--- src/rtl/cvt_pkg.sv ---
package cvt_pkg;
  localparam int WORD_W     = 16;
  localparam int PAY_W      = 14;
  localparam int RES_W      = 12;
  localparam int NUM_DAC    = 8;
  localparam int RDSEL_LSB  = 6;
  localparam int CALSEL_LSB = 4;
  localparam logic [PAY_W-1:0] CAL_MID = 14'h2000;

  typedef enum logic [1:0] {
    DST_NONE = 2'b00,
    DST_TEST = 2'b01,
    DST_CAL  = 2'b10,
    DST_CTRL = 2'b11
  } dst_e;

  typedef enum logic [1:0] {
    RD_RESULT = 2'b00,
    RD_TEST   = 2'b01,
    RD_CAL    = 2'b10,
    RD_STATUS = 2'b11
  } rdsel_e;

  typedef enum logic [1:0] {
    CS_ALL  = 2'b00,
    CS_GAIN = 2'b01,
    CS_OFFS = 2'b10,
    CS_PAIR = 2'b11
  } calsel_e;
endpackage

--- src/rtl/cvt_wr_decode.sv ---
module cvt_wr_decode #(
  parameter int PAY_W = cvt_pkg::PAY_W,
  localparam int WW = PAY_W + 2
) (
  input  logic             wr_valid,
  input  logic             wr_ready,
  input  logic [WW-1:0]    wr_word,
  output logic             we_ctrl,
  output logic             we_test,
  output logic             we_cal,
  output logic [PAY_W-1:0] payload
);
  import cvt_pkg::*;
  dst_e dst;
  logic hs;

  assign hs      = wr_valid & wr_ready;
  assign dst     = dst_e'(wr_word[WW-1:PAY_W]);
  assign payload = wr_word[PAY_W-1:0];

  always_comb begin
    we_ctrl = 1'b0;
    we_test = 1'b0;
    we_cal  = 1'b0;
    if (hs) begin
      unique case (dst)
        DST_CTRL: we_ctrl = 1'b1;
        DST_TEST: we_test = 1'b1;
        DST_CAL:  we_cal  = 1'b1;
        default:  ;
      endcase
    end
  end
endmodule

--- src/rtl/cvt_cal_ptr.sv ---
module cvt_cal_ptr #(
  parameter int NUM_CAL = cvt_pkg::NUM_DAC + 2,
  localparam int PTR_W = $clog2(NUM_CAL)
) (
  input  logic             clk,
  input  logic             rst_n,
  input  logic             ctrl_wr,
  input  logic [1:0]       new_sel,
  input  logic [1:0]       cur_sel,
  input  logic             access,
  output logic [PTR_W-1:0] ptr
);
  import cvt_pkg::*;

  function automatic logic [PTR_W-1:0] seq_start(input logic [1:0] sel);
    return (calsel_e'(sel) == CS_OFFS) ? PTR_W'(1) : PTR_W'(0);
  endfunction

  function automatic logic [PTR_W-1:0] seq_last(input logic [1:0] sel);
    unique case (calsel_e'(sel))
      CS_ALL:  return PTR_W'(NUM_CAL - 1);
      CS_GAIN: return PTR_W'(0);
      CS_OFFS: return PTR_W'(1);
      default: return PTR_W'(1);
    endcase
  endfunction

  logic [PTR_W-1:0] ptr_nxt;

  always_comb begin
    ptr_nxt = ptr;
    if (ctrl_wr)
      ptr_nxt = seq_start(new_sel);
    else if (access)
      ptr_nxt = (ptr == seq_last(cur_sel)) ? seq_start(cur_sel) : ptr + PTR_W'(1);
  end

  always_ff @(posedge clk or negedge rst_n) begin
    if (!rst_n) ptr <= '0;
    else        ptr <= ptr_nxt;
  end
endmodule

--- src/rtl/cvt_cal_bank.sv ---
module cvt_cal_bank #(
  parameter int NUM_CAL = cvt_pkg::NUM_DAC + 2,
  parameter int PAY_W   = cvt_pkg::PAY_W,
  localparam int PTR_W  = $clog2(NUM_CAL)
) (
  input  logic                     clk,
  input  logic                     rst_n,
  input  logic                     we,
  input  logic [PTR_W-1:0]         ptr,
  input  logic [PAY_W-1:0]         wdata,
  output logic [PAY_W-1:0]         rdata,
  output logic [NUM_CAL*PAY_W-1:0] cal_flat
);
  logic [PAY_W-1:0] regs [NUM_CAL];

  for (genvar g = 0; g < NUM_CAL; g++) begin : g_reg
    localparam logic [PAY_W-1:0] RST_VAL = (g < 2) ? cvt_pkg::CAL_MID : '0;
    always_ff @(posedge clk or negedge rst_n) begin
      if (!rst_n)                         regs[g] <= RST_VAL;
      else if (we && ptr == PTR_W'(g))    regs[g] <= wdata;
    end
    assign cal_flat[g*PAY_W +: PAY_W] = regs[g];
  end

  assign rdata = regs[ptr];
endmodule

--- src/rtl/cvt_rd_mux.sv ---
module cvt_rd_mux #(
  parameter int PAY_W = cvt_pkg::PAY_W,
  parameter int RES_W = cvt_pkg::RES_W,
  localparam int WW = PAY_W + 2
) (
  input  logic [1:0]       rd_sel,
  input  logic [RES_W-1:0] result,
  input  logic [PAY_W-1:0] test_val,
  input  logic [PAY_W-1:0] cal_val,
  input  logic [WW-1:0]    status,
  output logic [WW-1:0]    word
);
  import cvt_pkg::*;
  always_comb begin
    unique case (rdsel_e'(rd_sel))
      RD_RESULT: word = {{(WW-RES_W){1'b0}}, result};
      RD_TEST:   word = {2'b00, test_val};
      RD_CAL:    word = {2'b00, cal_val};
      default:   word = status;
    endcase
  end
endmodule

--- src/rtl/cvt_regfile.sv ---
module cvt_regfile #(
  parameter int NUM_DAC = cvt_pkg::NUM_DAC,
  parameter int PAY_W   = cvt_pkg::PAY_W,
  parameter int RES_W   = cvt_pkg::RES_W,
  localparam int NUM_CAL = NUM_DAC + 2,
  localparam int PTR_W   = $clog2(NUM_CAL),
  localparam int WW      = PAY_W + 2
) (
  input  logic                     clk,
  input  logic                     rst_n,
  input  logic                     wr_valid,
  output logic                     wr_ready,
  input  logic [WW-1:0]            wr_word,
  output logic                     rd_valid,
  input  logic                     rd_ready,
  output logic [WW-1:0]            rd_word,
  input  logic [RES_W-1:0]         conv_result,
  input  logic [WW-1:0]            status_word,
  output logic [PAY_W-1:0]         ctrl_word,
  output logic [PAY_W-1:0]         test_word,
  output logic [NUM_CAL*PAY_W-1:0] cal_flat
);
  import cvt_pkg::*;

  logic             we_ctrl, we_test, we_cal;
  logic [PAY_W-1:0] payload;
  logic [PAY_W-1:0] ctrl_q, test_q, cal_rdata;
  logic [PTR_W-1:0] cal_ptr;
  logic [1:0]       rd_sel, cal_sel;
  logic             cal_rd, cal_access;

  assign wr_ready = rst_n;
  assign rd_valid = rst_n;

  cvt_wr_decode #(.PAY_W(PAY_W)) u_dec (
    .wr_valid (wr_valid),
    .wr_ready (wr_ready),
    .wr_word  (wr_word),
    .we_ctrl  (we_ctrl),
    .we_test  (we_test),
    .we_cal   (we_cal),
    .payload  (payload)
  );

  always_ff @(posedge clk or negedge rst_n) begin
    if (!rst_n) begin
      ctrl_q <= '0;
      test_q <= '0;
    end else begin
      if (we_ctrl) ctrl_q <= payload;
      if (we_test) test_q <= payload;
    end
  end

  assign rd_sel     = ctrl_q[RDSEL_LSB +: 2];
  assign cal_sel    = ctrl_q[CALSEL_LSB +: 2];
  assign cal_rd     = rd_valid && rd_ready && (rdsel_e'(rd_sel) == RD_CAL);
  assign cal_access = we_cal | cal_rd;

  cvt_cal_ptr #(.NUM_CAL(NUM_CAL)) u_ptr (
    .clk     (clk),
    .rst_n   (rst_n),
    .ctrl_wr (we_ctrl),
    .new_sel (payload[CALSEL_LSB +: 2]),
    .cur_sel (cal_sel),
    .access  (cal_access),
    .ptr     (cal_ptr)
  );

  cvt_cal_bank #(.NUM_CAL(NUM_CAL), .PAY_W(PAY_W)) u_bank (
    .clk      (clk),
    .rst_n    (rst_n),
    .we       (we_cal),
    .ptr      (cal_ptr),
    .wdata    (payload),
    .rdata    (cal_rdata),
    .cal_flat (cal_flat)
  );

  cvt_rd_mux #(.PAY_W(PAY_W), .RES_W(RES_W)) u_mux (
    .rd_sel   (rd_sel),
    .result   (conv_result),
    .test_val (test_q),
    .cal_val  (cal_rdata),
    .status   (status_word),
    .word     (rd_word)
  );

  assign ctrl_word = ctrl_q;
  assign test_word = test_q;
endmodule

--- config.mk ---
export PLATFORM = sky130hd
export DESIGN_NAME = cvt_regfile
export DESIGN_NICKNAME = d
export VERILOG_FILES = /design/src/rtl/cvt_pkg.sv /design/src/rtl/cvt_wr_decode.sv /design/src/rtl/cvt_cal_ptr.sv /design/src/rtl/cvt_cal_bank.sv /design/src/rtl/cvt_rd_mux.sv /design/src/rtl/cvt_regfile.sv
export SDC_FILE = /design/constraint.sdc
export NUM_CORES = 1
export LEC_CHECK = 0
export ABC_AREA = 0
export CAP_MARGIN = 5
export CORE_MARGIN = 5
export CORE_UTILIZATION = 30
export CTS_CLUSTER_DIAMETER = 40
export DETAILED_ROUTE_END_ITERATION = 10
export SYNTH_ARGS = -nofsm -noshare
export SYNTH_HDL_FRONTEND = slang
export SYNTH_HIERARCHICAL = 1
export SYNTH_SLANG_ARGS = --single-unit
--- constraint.sdc ---
create_clock -name clk -period 2.7 [get_ports clk]
set_clock_uncertainty 0.1 [all_clocks]
set_input_delay 0.81 -clock clk [delete_from_list [all_inputs] [get_ports clk]]
set_output_delay 0.81 -clock clk [all_outputs]
set_load 0.01 [all_outputs]
* Word-level counts from Yosys, hierarchy flattened
Index checks and enable logic that the tools add are counted.
W data, S select, Z words.
** Word-level totals
- Input port bits :: 48
- Logic and storage cells :: 70
- Register bits after elaboration :: 172
- Output and inout port bits :: 186
** Operators by class
- Magnitude comparators :: 1
- Bitwise operators :: 3
- Reductions and logical operators :: 16
- Equality and inequality tests :: 18
- $add $sub $neg :: 1
- Multiplexer cells :: 18
** Operators by type and width (number)
- $bmux W14 S4 :: 1
- $pmux W16 S3 :: 1
- $mux W14 :: 2
- $mux W4 :: 5
- $eq A4 B3 Y1 const B :: 4
- $logic_and A1 B1 Y1 :: 12
- $eq A2 B2 Y1 const B :: 5
- $eq A4 B2 Y1 const B :: 2
- $eq A4 B4 Y1 const B :: 2
- $mux W1 :: 8
- $pmux W4 S2 :: 1
- $eq A2 B1 Y1 const B :: 3
- $ge A5 B5 Y1 const B :: 1
- $not A4 Y5 :: 1
- $add A4 B1 Y4 const B :: 1
- $eq A4 B1 Y1 const B :: 1
- $eq A4 B4 Y1 :: 1
- $logic_not A2 Y1 :: 2
- $logic_not A4 Y1 :: 1
- $reduce_bool A2 Y1 :: 1
- $and A1 B1 Y1 :: 1
- $or A1 B1 Y1 :: 1

* Logic depth before layout (Yosys ltp)
- Word-level depth :: 10
- Depth in mapped cells :: 8

* Modules after synthesis
The synthesis kept the hierarchy.
** By module, submodules not included
- cvt_cal_bank :: area an instance 6582.6 um^2, times used 1, cells an instance 472
- cvt_regfile :: area an instance 1114.8 um^2, times used 1, cells an instance 64
- cvt_rd_mux :: area an instance 396.6 um^2, times used 1, cells an instance 23
- cvt_cal_ptr :: area an instance 264.0 um^2, times used 1, cells an instance 27
- cvt_wr_decode :: area an instance 135.1 um^2, times used 1, cells an instance 17

* Least setup slack after synthesis
Ideal clock, no wire load.
- Kind :: register to output
- Start point :: reg u_ptr.ptr[1]
- End point :: out rd_word[0]
- Setup slack :: -0.314 ns
- Required time :: 1.790 ns
- Stages on the path, launching flop included :: 8
- Arrival :: 2.104 ns
- Path through :: dfrtp_1 -> buf_4 -> buf_2 -> buf_4 -> mux2i_1 -> o22ai_1 -> o31a_1 -> mux4_1
** On the way
- Cells in the longest elaborated chain, start to end :: 5
** Ends and longest elaborated chain
- start, declared :: RTL line cvt_cal_ptr.sv:11 : output logic [PTR_W-1:0] ptr
- start signal, assigned :: RTL line cvt_cal_ptr.sv:40 : else ptr <= ptr_nxt;
- $not A4 Y5 (not written as such) :: RTL line cvt_cal_bank.sv:25 : assign rdata = regs[ptr];
- $bmux W14 S4 :: RTL line cvt_cal_bank.sv:25
- $mux W14 (not written as such) (2 in series) :: RTL line cvt_cal_bank.sv:25
- via cal_rdata[0] :: RTL line cvt_regfile.sv:27 : logic [PAY_W-1:0] ctrl_q, test_q, cal_rdata;
- $pmux W16 S3 :: RTL line cvt_rd_mux.sv:15 : unique case (rdsel_e'(rd_sel))
- end, declared :: RTL line cvt_regfile.sv:16 : output logic [WW-1:0] rd_word,
The timed path passes the listed nets, and every way through them passes these cells. The select of a mux whose other input is x is not followed.

* Worst setup path in the final report
- Start point :: reg u_ptr.ptr[1]
- End point :: out rd_word[5]
Same word-level chain as after synthesis.

==> flow_results.org <==
** Synth
- When the netlist entered floorplanning its net count stood at about 650.
- Synthesized flop and latch total :: 172
- Number of synthesized flops with an enable pin :: 0
- Syn Area/Cell :: 14.08 um^2
- After technology mapping, the gate count stands at between 600 and 700.
- Summing every instance area after synthesis gives roughly 0.0085 mm^2.
- Async SR Flop Fraction :: 100.0%
- The biggest area contributor in the post-synthesis netlist is dfrtp_1.
- Post-synthesis cell type count :: 45
- Sequential area share after synthesis :: about half
- Biggest area contributors in the synthesized netlist :: dfrtp_1 50%, mux2_2 20%, mux2i_1 8.4%, mux2_4 3.4%, buf_4 2.3%
- Yosys printed 6 warnings.
- Commonest cells in the netlist :: 170 x dfrtp_1, 150 x mux2_2, 71 x mux2i_1
- The synthesized design devotes to its leading area cell type 50.09% of total area.
- Most instantiated flip-flop cell in the synthesis netlist :: dfrtp_1
- Yosys instantiated no cell more often than dfrtp_1.

** Detailed routing
- Antenna Violating Nets Remaining :: 0
- Post-route DRC :: 0
- In this run the top signal layer used is met4.
- WL/cell :: about 22 um
- Iteration-0 DRC count of the detailed router :: 326
- Average vias per placed instance :: 4.706
- Length of the first detailed-routing pass in iterations :: 4
- In the detailed route, the total length drawn on met3 is 2253 um.
- Detailed routing inserted a total of about 6,500 vias.
- After detailed routing, the total wire length is ~30,000 um.
- Met1 WL :: approximately 14,000 um
- Wire length on met2 :: about 13,000 um

** Pwr
- The design draws 11.93 mW.
- The analysis attributes to cell leakage a power of 6.112 nW.
- Dividing total power by cell area gives a power density of 879.9 mW/mm^2.
- Sequential fraction of design power :: between 20 and 30%
- Internal power comes to between 7 and 8 mW.
- Max IR drop VDD :: 0.4136 mV
- Per report_power, the clock group accounts for 20.8% of the total.
- Combinational logic is responsible for 49.6% of the overall power.
- Of the total power, the share spent switching nets is about 33%.
- Summed over all nets, the switching power comes to between 3 and 4 mW.

** Floorplanning
- Core Footprint :: 0.02786 mm^2
- The die is ~180 um wide.
- The die is 178.3 um tall.
- The die covers between 0.03 and 0.04 mm^2.
- Number of standard-cell rows in the floorplan :: roughly 60
- For this design the top-level I/O count stands at 234.
- Once the floorplan was initialized, standard cells occupied 30.49% of the core.

** GRT
- The first global-routing pass estimated roughly 44,000 um of wire.
- Initial antenna violation count :: 0
- Entering global routing, the biggest net connects about 90 pins.
- The number of global-route vias before repair came to roughly 6,900.
- Global routing consumed, over all layers together, a little under a fifth of the routing resources.
- Global routing finished with a remaining overflow of 0.

** Placement
- Summed over all nets, the half-perimeter wirelength after detailed placement is between 20,000 and 25,000 um.
- Number of cells in the design after placement :: 1,330
- Buffers placed on the I/O ports in this run total 233.
- Routability-driven placement finished with a final weighted congestion of ~0.80.
- Worst setup slack after placement :: -0.5724 ns

** Run status
- Failing checks :: setup timing
- The flow ran to the end, but the final reports show violations.

** Timing
- Final Max Tran Viols :: 0
- The number of hold violations in the final report was 0.
- Once routing completed, OpenROAD measured the worst setup slack at -0.7356 ns.
- RSZ-0062 raised after global routing :: yes
- Worst slew slack as a fraction of its limit :: between 50% and 60%
- For the finished layout, the period the worst path requires is 3.436 ns.
- Final setup viols :: 14
- Period Utilization, post-route :: 127.2%
- Timing would allow up to ~290 MHz.
- On the final layout, the worst hold slack is ~0.33 ns.
- Summed over all failing endpoints, the final setup total negative slack is -9.400 ns.
- Transition time of the tightest slew-check pin :: around 0.62 ns

** Worst setup path
- STA puts the critical path data arrival time at ~2.5 ns.
- STA classifies the critical path endpoint as a primary output.
- CP startpoint kind :: flop
- For the worst setup path, the data required time is about 1.8 ns.
- By startpoint and endpoint, the worst setup path is classified as flop to primary output.
- Of all nets on the critical path, the largest fanout is 10.

** Clock tree
- Later-pin clock latency in the skew report :: 0.43 ns
- Number of buffers on the longest clock path :: 2
- The number of clock buffers added by TritonCTS is 17.
- The H-tree generated during clock tree synthesis spans 4 levels.
- The tree is rooted in a clkbuf_16.
- CTS saw ~170 sinks.
- Clock-pin transition on the worst setup and hold timing paths :: 0.07 ns
- TritonCTS built the clock tree.
- For this design, the CTS-stage hold fixing added 0 buffers.

** Finish
- Area Growth Syn to Fin :: 59.69%
- Antenna fix cells :: 0
- Number of fillers in the final layout :: around 2,500
- The finished layout holds between 1,000 and 1,500 standard cells, fillers aside.
- The post-route netlist has approximately half of its cells at a drive strength greater than 1.
- In the final layout, the multi-input gates occupy a little under 0.004 mm^2.
- For this run, the post-layout net count is 1,036.
- Across the whole layout, storage elements account for about 0.0043 mm^2.

** Min path
- The path class of the tightest hold or removal check is input port to asynchronous set/reset pin.

** Run
- Max-cap violations in this run came to 0.
worst max-delay path, stage by stage (launching register included):
cell	delay [ns]
dfrtp_4	0.57
buf_6	0.15
buf_12	0.14
mux2i_2	0.17
o22ai_1	0.12
o31a_1	0.30
mux4_2	0.51
buf_6	0.14
state kept, by name, indices dropped and copies added (netlist names):
signal and flops:
test_word 14, u_bank/cal_flat 140, u_ptr/ptr 4, ctrl_word 14
cell usage in the layout, fill, tap and decap left out, types with 3 or more instances in the layout:
master,instances
o22ai_1,15
mux2i_2,18
inv_1,4
o221ai_2,11
mux2_4,20
inv_8,5
o31a_1,15
mux4_2,12
mux2i_4,8
and3_1,4
nor3b_2,3
buf_6,15
mux2i_1,45
buf_4,165
nor2_1,16
buf_12,27
buf_2,4
dfrtp_1,168
o221ai_1,3
clkbuf_16,18
nand2_1,6
mux2_2,149
clkdlybuf4s50_1,216
nor2b_1,3
inv_6,4
kinds of logic after synthesis:
kind of cell	count (synthesis)	synth area share, %
xor gates and xnor gates	1	0.1031
DFF	172	50.71
and+or+nand+nor	48	3.477
AOI/OAI and AO/OA	55	5.127
muxes	252	35.06
buffers and inverters	74	5.377
adders and majority gates	1	0.1473
per-stage QoR:
stage	util, %	cell area (um^2)
global route	48.69	13560
finish	48.69	13560
CTS	47.97	13360
floorplan	-	8513
detailed placement	44.92	12510
global placement	44.92	12510
area by class of cell:
class / instances / area share (%)
Multi-Input combinational cell: 357 / 29.11
Timing Repair Buffer: 435 / 31.23
Inverter: 4 / 0.1107
Clock buffer: 17 / 3.137
Tap cell: 378 / 3.487
Sequential cell: 172 / 31.79
Clock inverter: 15 / 1.144
power by group through the flow:
stage / Clock (mW) / Combinational, mW / Sequential (mW)
floorplan: 0 / 2.16 / 3.77
global placement: 0 / 5.27 / 3.53
detailed placement: 0 / 5.32 / 3.52
CTS: 2.54 / 5.72 / 3.51
global route: 2.65 / 6.26 / 3.60
finish: 2.48 / 5.92 / 3.54
path summary, 6_finish.rpt:
path	from	end	slack, ns	cells after the start
min in group clk	ctrl_word[10]	ctrl_word[10]	0.41	1
worst min-delay path	rst_n	u_bank/cal_flat[2]	0.33	2
worst max register to register	u_ptr/ptr[1]	u_ptr/ptr[0]	0.57	5
worst max-delay path	u_ptr/ptr[1]	rd_word[5]	-0.74	7
max in group asynchronous	rst_n	u_ptr/ptr[1]	1.27	3
worst min register to register	ctrl_word[10]	ctrl_word[10]	0.41	1
per-layer routing:
metal | GRT usage [%] | vias to the layer above
li1 | - | 2995
met1 | 26.40 | 3289
met2 | 28.22 | 188
met3 | 5.002 | 13
met4 | 3.774 | 0
met5 | 0 | -
repair_timing:
item	4_1_cts	5_1_grt
buffers inserted	8	8
endpoints found under the setup margin	16	14
pin swaps	11	17
gates resized for setup	88	36
gates cloned	2	1
Power figures use the tool's default switching activity.
